File: config.mk
export PLATFORM = sky130hd
export DESIGN_NAME = bg_tile_pixel_fetch
export DESIGN_NICKNAME = d
export VERILOG_FILES = /design/src/rtl/bgf_pkg.sv /design/src/rtl/bgf_delay.sv /design/src/rtl/bgf_ctrl.sv /design/src/rtl/bgf_datapath.sv /design/src/rtl/bg_tile_pixel_fetch.sv
export SDC_FILE = /design/constraint.sdc
export NUM_CORES = 1
export LEC_CHECK = 0
export BUFFER_PORTS_ARGS = -buffer_cell sky130_fd_sc_hd__buf_2
export CAP_MARGIN = 5
export CORE_MARGIN = 5
export CORE_UTILIZATION = 40
export CTS_BUF_LIST = sky130_fd_sc_hd__clkbuf_2
export CTS_CLUSTER_SIZE = 10
export DETAILED_ROUTE_END_ITERATION = 8
export GPL_ROUTABILITY_DRIVEN = 1
export PLACE_DENSITY = 0.63
export REMOVE_ABC_BUFFERS = 1
export SYNTH_ARGS = -nofsm -noshare
export SYNTH_HDL_FRONTEND = slang
export SYNTH_HIERARCHICAL = 1
export SYNTH_SLANG_ARGS = --single-unit
File: constraint.sdc
create_clock -name clk -period 6.7 [get_ports clk]
set_clock_uncertainty 0.05 [all_clocks]
set_input_delay 0.67 -clock clk [delete_from_list [all_inputs] [get_ports clk]]
set_output_delay 0.67 -clock clk [all_outputs]
set_load 0.01 [all_outputs]
File: src/rtl/bgf_pkg.sv
package bgf_pkg;

  localparam int TileSideBits = 4;
  localparam int PixIdxW      = 2 * TileSideBits;
  localparam int FieldW       = 3;
  localparam int FieldsPerWord = 5;
  localparam int WordIdxW     = 6;
  localparam int SelW         = 3;

  typedef struct packed {
    logic       reqLoad;
    logic       attrLoad;
    logic       patLoad;
  } fetchStrobes_t;

  typedef struct packed {
    logic       mirrorX;
    logic       mirrorY;
    logic [2:0] palette;
    logic [9:0] pattern;
  } tileAttr_t;

  // floor(p/5) for p in 0..255: p*205 >> 10 is exact on that range.
  function automatic logic [WordIdxW-1:0] divBy5(input logic [PixIdxW-1:0] p);
    logic [15:0] acc;
    acc = {1'b0, p, 7'b0} + {2'b0, p, 6'b0} + {5'b0, p, 3'b0} +
          {6'b0, p, 2'b0} + {8'b0, p};
    return acc[15:10];
  endfunction

endpackage

File: src/rtl/bgf_delay.sv
module bgf_delay #(
  parameter int WIDTH  = 1,
  parameter int STAGES = 1
) (
  input  logic             clk,
  input  logic             rst,
  input  logic [WIDTH-1:0] din,
  output logic [WIDTH-1:0] dout
);

  logic [WIDTH-1:0] pipe [STAGES];

  for (genvar s = 0; s < STAGES; s++) begin : g_stage
    if (s == 0) begin : g_head
      always_ff @(posedge clk) begin
        if (rst) pipe[s] <= '0;
        else     pipe[s] <= din;
      end
    end else begin : g_body
      always_ff @(posedge clk) begin
        if (rst) pipe[s] <= '0;
        else     pipe[s] <= pipe[s-1];
      end
    end
  end

  assign dout = pipe[STAGES-1];

endmodule

File: src/rtl/bgf_ctrl.sv
module bgf_ctrl
  import bgf_pkg::*;
#(
  parameter int ATTR_LAT = 1,
  parameter int PAT_LAT  = 1
) (
  input  logic          clk,
  input  logic          rst,
  input  logic          reqValid,
  output logic          reqReady,
  output fetchStrobes_t strobes,
  output logic          attrRdEn,
  output logic          patRdEn,
  output logic          resultValid
);

  localparam int Depth = ATTR_LAT + PAT_LAT + 3;
  localparam int CntW  = $clog2(Depth + 1) + 1;

  logic readyQ;
  logic accept;
  logic attrIssueQ;
  logic attrBack;
  logic patIssueQ;
  logic patBack;
  logic outQ;
  logic [CntW-1:0] inFlight;

  assign accept = reqValid && readyQ;

  always_ff @(posedge clk) begin
    if (rst) begin
      readyQ     <= 1'b0;
      attrIssueQ <= 1'b0;
      patIssueQ  <= 1'b0;
      outQ       <= 1'b0;
    end else begin
      readyQ     <= 1'b1;
      attrIssueQ <= accept;
      patIssueQ  <= attrBack;
      outQ       <= patBack;
    end
  end

  bgf_delay #(.WIDTH(1), .STAGES(ATTR_LAT)) u_attrWait (
    .clk(clk), .rst(rst), .din(attrIssueQ), .dout(attrBack)
  );

  bgf_delay #(.WIDTH(1), .STAGES(PAT_LAT)) u_patWait (
    .clk(clk), .rst(rst), .din(patIssueQ), .dout(patBack)
  );

  assign reqReady         = readyQ;
  assign attrRdEn         = attrIssueQ;
  assign patRdEn          = patIssueQ;
  assign resultValid      = outQ;
  assign strobes.reqLoad  = accept;
  assign strobes.attrLoad = attrBack;
  assign strobes.patLoad  = patBack;

  // Requests in flight, kept to check result accounting.
  always_ff @(posedge clk) begin
    if (rst) inFlight <= '0;
    else     inFlight <= inFlight + CntW'(accept) - CntW'(outQ);
  end

  p_ready_after_reset_r1: assert property (@(posedge clk) disable iff (rst)
    $past(!rst) |-> reqReady);

  p_attr_rd_follows_accept_r2: assert property (@(posedge clk) disable iff (rst)
    (reqValid && reqReady) |=> attrRdEn);

  p_no_orphan_result_r8: assert property (@(posedge clk) disable iff (rst)
    resultValid |-> (inFlight != '0));

  p_inflight_bound_r8: assert property (@(posedge clk) disable iff (rst)
    inFlight <= CntW'(Depth));

  p_idle_after_reset_r9: assert property (@(posedge clk)
    $past(rst) |-> (!attrRdEn && !patRdEn && !resultValid));

endmodule

File: src/rtl/bgf_datapath.sv
module bgf_datapath
  import bgf_pkg::*;
#(
  parameter int          COORD_W        = 10,
  parameter int          ADDR_W         = 16,
  parameter int          DATA_W         = 16,
  parameter int          MAP_TILES_W    = 40,
  parameter int          WORDS_PER_TILE = 52,
  parameter logic [15:0] ATTR_BASE      = 16'hD000,
  parameter logic [15:0] PAT_BASE       = 16'h0000,
  parameter int          ATTR_LAT       = 1,
  parameter int          PAT_LAT        = 1
) (
  input  logic               clk,
  input  logic               rst,
  input  fetchStrobes_t      strobes,
  input  logic [COORD_W-1:0] reqX,
  input  logic [COORD_W-1:0] reqY,
  output logic [ADDR_W-1:0]  attrRdAddr,
  input  logic [DATA_W-1:0]  attrRdData,
  output logic [ADDR_W-1:0]  patRdAddr,
  input  logic [DATA_W-1:0]  patRdData,
  output logic [FieldW-1:0]  resultColor,
  output logic [2:0]         resultPalette
);

  localparam int TileCoordW = COORD_W - TileSideBits;
  localparam int TagW       = 3 + SelW;

  // Stage 1: attribute address and in-tile position.
  logic [TileCoordW-1:0]   tileX;
  logic [TileCoordW-1:0]   tileY;
  logic [ADDR_W-1:0]       attrAddrNext;
  logic [ADDR_W-1:0]       attrAddrQ;
  logic [PixIdxW-1:0]      posQ;
  logic [PixIdxW-1:0]      posAtAttr;

  assign tileX = reqX[COORD_W-1:TileSideBits];
  assign tileY = reqY[COORD_W-1:TileSideBits];
  assign attrAddrNext = ADDR_W'(ATTR_BASE) + ADDR_W'(tileX) +
                        ADDR_W'(tileY) * ADDR_W'(MAP_TILES_W);

  always_ff @(posedge clk) begin
    if (strobes.reqLoad) begin
      attrAddrQ <= attrAddrNext;
      posQ      <= {reqY[TileSideBits-1:0], reqX[TileSideBits-1:0]};
    end
  end

  assign attrRdAddr = attrAddrQ;

  bgf_delay #(.WIDTH(PixIdxW), .STAGES(ATTR_LAT)) u_posAlign (
    .clk(clk), .rst(rst), .din(posQ), .dout(posAtAttr)
  );

  // Stage 2: decode attributes, mirror, split index into word and field.
  tileAttr_t               attrWord;
  logic [TileSideBits-1:0] colM;
  logic [TileSideBits-1:0] rowM;
  logic [PixIdxW-1:0]      pixIdx;
  logic [WordIdxW-1:0]     wordInTile;
  logic [PixIdxW-1:0]      wordBase;
  logic [PixIdxW-1:0]      remainder;
  logic [SelW-1:0]         fieldSel;
  logic [ADDR_W-1:0]       patAddrNext;
  logic [ADDR_W-1:0]       patAddrQ;
  logic [TagW-1:0]         tagQ;
  logic [TagW-1:0]         tagAtPat;

  assign attrWord   = tileAttr_t'(attrRdData[14:0]);
  assign colM       = posAtAttr[TileSideBits-1:0] ^ {TileSideBits{attrWord.mirrorX}};
  assign rowM       = posAtAttr[PixIdxW-1:TileSideBits] ^ {TileSideBits{attrWord.mirrorY}};
  assign pixIdx     = {rowM, colM};
  assign wordInTile = divBy5(pixIdx);
  assign wordBase   = {wordInTile, 2'b00} + {2'b00, wordInTile};
  assign remainder  = pixIdx - wordBase;
  assign fieldSel   = remainder[SelW-1:0];
  assign patAddrNext = ADDR_W'(PAT_BASE) +
                       ADDR_W'(attrWord.pattern) * ADDR_W'(WORDS_PER_TILE) +
                       ADDR_W'(wordInTile);

  always_ff @(posedge clk) begin
    if (strobes.attrLoad) begin
      patAddrQ <= patAddrNext;
      tagQ     <= {attrWord.palette, fieldSel};
    end
  end

  assign patRdAddr = patAddrQ;

  p_field_sel_range_r6: assert property (@(posedge clk) disable iff (rst)
    strobes.attrLoad |-> (remainder < PixIdxW'(FieldsPerWord)));

  p_last_word_single_r6: assert property (@(posedge clk) disable iff (rst)
    (strobes.attrLoad && wordInTile == WordIdxW'(WORDS_PER_TILE - 1)) |-> (fieldSel == '0));

  bgf_delay #(.WIDTH(TagW), .STAGES(PAT_LAT)) u_tagAlign (
    .clk(clk), .rst(rst), .din(tagQ), .dout(tagAtPat)
  );

  // Stage 3: field select from the pattern word.
  logic [FieldW-1:0] fieldArr [FieldsPerWord];
  logic [FieldW-1:0] pickedField;
  logic [SelW-1:0]   selAtPat;
  logic [FieldW-1:0] colorQ;
  logic [2:0]        paletteQ;

  assign selAtPat = tagAtPat[SelW-1:0];

  for (genvar f = 0; f < FieldsPerWord; f++) begin : g_field
    assign fieldArr[f] = patRdData[FieldW*f +: FieldW];
  end

  always_comb begin
    pickedField = '0;
    for (int k = 0; k < FieldsPerWord; k++) begin
      if (selAtPat == SelW'(k)) pickedField = fieldArr[k];
    end
  end

  always_ff @(posedge clk) begin
    if (strobes.patLoad) begin
      colorQ   <= pickedField;
      paletteQ <= tagAtPat[TagW-1:SelW];
    end
  end

  assign resultColor   = colorQ;
  assign resultPalette = paletteQ;

endmodule

File: src/rtl/bg_tile_pixel_fetch.sv
module bg_tile_pixel_fetch
  import bgf_pkg::*;
#(
  parameter int          COORD_W        = 10,
  parameter int          ADDR_W         = 16,
  parameter int          DATA_W         = 16,
  parameter int          MAP_TILES_W    = 40,
  parameter int          WORDS_PER_TILE = 52,
  parameter logic [15:0] ATTR_BASE      = 16'hD000,
  parameter logic [15:0] PAT_BASE       = 16'h0000,
  parameter int          ATTR_LAT       = 1,
  parameter int          PAT_LAT        = 1
) (
  input  logic               clk,
  input  logic               rst,
  input  logic               reqValid,
  output logic               reqReady,
  input  logic [COORD_W-1:0] reqX,
  input  logic [COORD_W-1:0] reqY,
  output logic               attrRdEn,
  output logic [ADDR_W-1:0]  attrRdAddr,
  input  logic [DATA_W-1:0]  attrRdData,
  output logic               patRdEn,
  output logic [ADDR_W-1:0]  patRdAddr,
  input  logic [DATA_W-1:0]  patRdData,
  output logic               resultValid,
  output logic [2:0]         resultColor,
  output logic [2:0]         resultPalette
);

  fetchStrobes_t strobes;

  bgf_ctrl #(.ATTR_LAT(ATTR_LAT), .PAT_LAT(PAT_LAT)) u_ctrl (
    .clk(clk), .rst(rst), .reqValid(reqValid), .reqReady(reqReady),
    .strobes(strobes), .attrRdEn(attrRdEn), .patRdEn(patRdEn),
    .resultValid(resultValid)
  );

  bgf_datapath #(
    .COORD_W(COORD_W), .ADDR_W(ADDR_W), .DATA_W(DATA_W),
    .MAP_TILES_W(MAP_TILES_W), .WORDS_PER_TILE(WORDS_PER_TILE),
    .ATTR_BASE(ATTR_BASE), .PAT_BASE(PAT_BASE),
    .ATTR_LAT(ATTR_LAT), .PAT_LAT(PAT_LAT)
  ) u_datapath (
    .clk(clk), .rst(rst), .strobes(strobes), .reqX(reqX), .reqY(reqY),
    .attrRdAddr(attrRdAddr), .attrRdData(attrRdData),
    .patRdAddr(patRdAddr), .patRdData(patRdData),
    .resultColor(resultColor), .resultPalette(resultPalette)
  );

endmodule

==> flow_metrics.py <==
metrics = {
    "clocking": {
        "insertion_delay_ns": 0.48,
        "root_buffer": "clkbuf_2",
        "htree_levels": 3,
        "ctsHoldBuffers": 0,
        "clk_pin_slew_ns": 0.22,
        "ctsLongestPathBuffers": 2,
        "post-cts-setup-buffer-count": 0,
        "cts_tree": "yes",
        "numCtsBuffers": 9,
        "numClockSinks": 70,
        "cts.repair.resized": 0,
    },
    "yosys": {
        "synth_seq_cells": 70,
        "synth_edf_count": 50,
        "seq_area_frac_synth": 0.3852,
        "async_flop_share": 0,
        "syn_area_um2": 4937,
        "avgSynthCellArea_um2": 11.32,
        "synthFlopType": "edfxtp_1",
        "synth_cells": 436,
        "netlist_top_cells_area": "edfxtp_1, ha_1, dfxtp_1",
        "synth_cell_types": 56,
        "yosys.area.top_type_share": 0.3041,
        "yosysWarnings": 6,
        "synth_top_cell_by_area": "edfxtp_1",
    },
    "cells_and_area": {
        "multi_input_area_um2": 2749,
        "drive_above_1_share": 0.2346,
        "fin_area_um2": 5699,
        "synthToLayoutAreaGrowth_pct": 15.43,
        "final_cells": 705,
        "antennaDiodeCount": 0,
        "nets": 679,
        "nFillCells": 1118,
        "seq_area_um2": 1902,
    },
    "die": {
        "dieWidth_um": 121.1,
        "fp-row-count": 40,
        "initial_core_util": 0.4093,
        "dieHeight_um": 121.1,
        "num_io_pins": 97,
        "core_um2": 12060,
        "dieArea_um2": 14670,
    },
    "sta": {
        "finalSetupViolations": 0,
        "relSlewSlack": 0.3510,
        "hold_viol": 0,
        "finalCritPeriodShare": 0.8360,
        "slew_violations": 0,
        "worst_pin_slew_ns": 0.9722,
        "grt_setup_unrepaired": "no",
        "finalCriticalPeriod_ns": 5.601,
        "setup_tns_ns": 0,
        "fmax_mhz": 178.5,
    },
    "worst_setup_path": {
        "r2r_start": "u_datapath/u_posAlign/pipe[0][4]",
        "crit_arrival_ns": 5.80,
        "r2r_end": "u_datapath/patRdAddr[14]",
        "rrSetupSlack_ns": 1.10,
        "required_ns": 6.89,
        "cp-end-kind": "flip-flop",
        "cp_max_fo": 6,
        "worst-r2r-cell-count": 21,
        "worstSetupStartpointType": "flip-flop",
        "setup.worst_path.class": "reg -> reg",
    },
    "power": {
        "total_leakage_power_nw": 2.679,
        "p_per_area_nw_per_um2": 281.7,
        "ir_worst_vdd_uv": 124.8,
    },
    "routing": {
        "vias": 3237,
        "wl_um": 8438,
        "firstDrtPassIters": 4,
        "ant_nets": 0,
        "routedWlPerCell_um": 11.97,
        "drcViolationCount": 0,
        "drtIter0Drc": 105,
        "via_per_inst": 4.591,
    },
    "hold_path": {
        "hold_class": "in -> reg",
        "min_from": "reqX[4]",
        "min_path_cells": 1,
        "min_to": "u_datapath/attrRdAddr[0]",
    },
    "grt": {
        "grt_pass1_vias": 3261,
        "grt_max_degree": 24,
        "grt_pass1_wl_um": 14750,
        "antenna_found_initial": 0,
        "grt-ovfl-total": 0,
        "grt_use_total": 0.1245,
    },
    "run": {
        "cap_violations": 0,
    },
    "outcome": {
        "outcome": "complete, no violations",
    },
    "placement": {
        "hpwl_um": 7047,
        "dp_cells": 689,
        "placed_area_um2": 5558,
        "io_buffers": 92,
        "gp_congestion": 0.8113,
    },
}
==> critical path, cell delays in order (launching register included) <==
cell       delay, ns
dfxtp_1         0.36
xor2_1          0.49
fa_1            0.52
fa_1            0.51
inv_1           0.05
fa_1            0.49
inv_1           0.04
ha_1            0.29
and3_1          0.17
o2111ai_1       0.12
nand4_1         0.21
a31oi_1         0.36
nor2b_1         0.09
nor2_1          0.13
xnor2_1         0.12
fa_1            0.45
a21o_1          0.20
a21oi_1         0.24
nor2_1          0.12
nand4_1         0.15
nor3_1          0.07
xnor2_1         0.13
==> registers in the layout, indices dropped and copies added, names as in the netlist <==
| name | flops |
|---|---|
| u_datapath/posQ | 8 |
| u_datapath/u_posAlign/pipe | 8 |
| u_ctrl/attrRdEn | 1 |
| u_ctrl/reqReady | 1 |
| u_datapath/u_tagAlign/pipe | 6 |
| u_datapath/patRdAddr | 16 |
| u_ctrl/resultValid | 1 |
| u_ctrl/u_attrWait/pipe | 1 |
| u_datapath/resultColor | 3 |
| u_datapath/tagQ | 6 |
| u_datapath/resultPalette | 3 |
| u_ctrl/patRdEn | 1 |
| u_ctrl/u_patWait/pipe | 1 |
| u_datapath/attrRdAddr | 14 |
==> cells in the mapped netlist, types with 5 or more instances <==
library cell	count
buf_4	6
o21ai_0	5
dfxtp_1	20
nor2b_1	21
ha_1	74
nand3_1	5
xnor2_1	23
nor2_1	17
a21o_1	9
nor3_1	7
nand2_1	13
a21oi_1	11
xor2_1	24
inv_1	63
fa_1	18
edfxtp_1	50
==> where the power goes <==
group | total [mW] | internal [mW] | switching (mW)
clock network | 0.277 | 0.125 | 0.152
registers | 0.554 | 0.542 | 0.0127
logic | 0.775 | 0.353 | 0.421
==> placed cells by master (no fill, tap or decap), types with 5 or more instances in the layout <==
master	n
a21o_1	9
a21oi_1	11
buf_2	92
clkbuf_2	9
dfxtp_1	20
edfxtp_1	50
fa_1	18
ha_1	74
inv_1	63
nand2_1	13
nand3_1	5
nor2_1	17
nor2b_1	21
nor3_1	7
o21ai_0	5
xnor2_1	23
xor2_1	24
==> kinds of logic (layout without fill, tap and decap cells) <==
group / after synthesis / after routing / synth area share
adder cells (fa/ha/maj): 92 / 92 / 0.2605
multiplexers: 3 / 3 / 0.008616
buffers and inverters: 72 / 171 / 0.05955
AO/OA/AOI/OAI: 56 / 56 / 0.08641
XOR/XNOR: 48 / 48 / 0.08667
AND/OR/NAND/NOR: 93 / 93 / 0.1115
flip-flops: 70 / 70 / 0.3852
other: 2 / 4 / 0.001521
==> worst max path at each step <==
stage,startpoint,to,slack [ns],cells after the start
5_1_grt,u_datapath/u_posAlign/pipe[0][4],u_datapath/patRdAddr[14],0.62,21
3_3_place_gp,attrRdData[13],u_datapath/patRdAddr[14],0.65,22
4_1_cts,u_datapath/u_posAlign/pipe[0][4],u_datapath/patRdAddr[14],1.04,21
3_5_place_dp,attrRdData[13],u_datapath/patRdAddr[14],0.55,22
2_1_floorplan,attrRdData[13],u_datapath/patRdAddr[14],1.24,21
6_report,u_datapath/u_posAlign/pipe[0][4],u_datapath/patRdAddr[14],1.10,21
==> routing by layer <==
metal  track usage  share of wire
met5             0              0
met4       0.03187         0.0092
met3       0.03823          0.073
met2        0.2032           0.43
met1        0.1608           0.48
==> area by class of cell <==
cell class / instances / share of cell area
multi-input cells: 296 / 0.4823
flip-flops and latches: 70 / 0.3337
clock inverters: 7 / 0.01690
well taps: 168 / 0.03688
inverters: 63 / 0.04149
repair buffers: 92 / 0.08079
clock buffers: 9 / 0.007903
==> through the flow <==
stage,worst slack (ns),power (mW),util,hold WS (ns)
global route,0.6229,1.776,0.4725,0.2101
detailed placement,0.5528,1.343,0.4608,0.3411
finish,1.099,1.606,0.4725,0.2798
CTS,1.044,1.631,0.4725,0.2151
global placement,0.6468,1.328,0.4608,0.3367
floorplan,1.244,1.188,-,0.3355
Power figures use the tool's default switching activity.
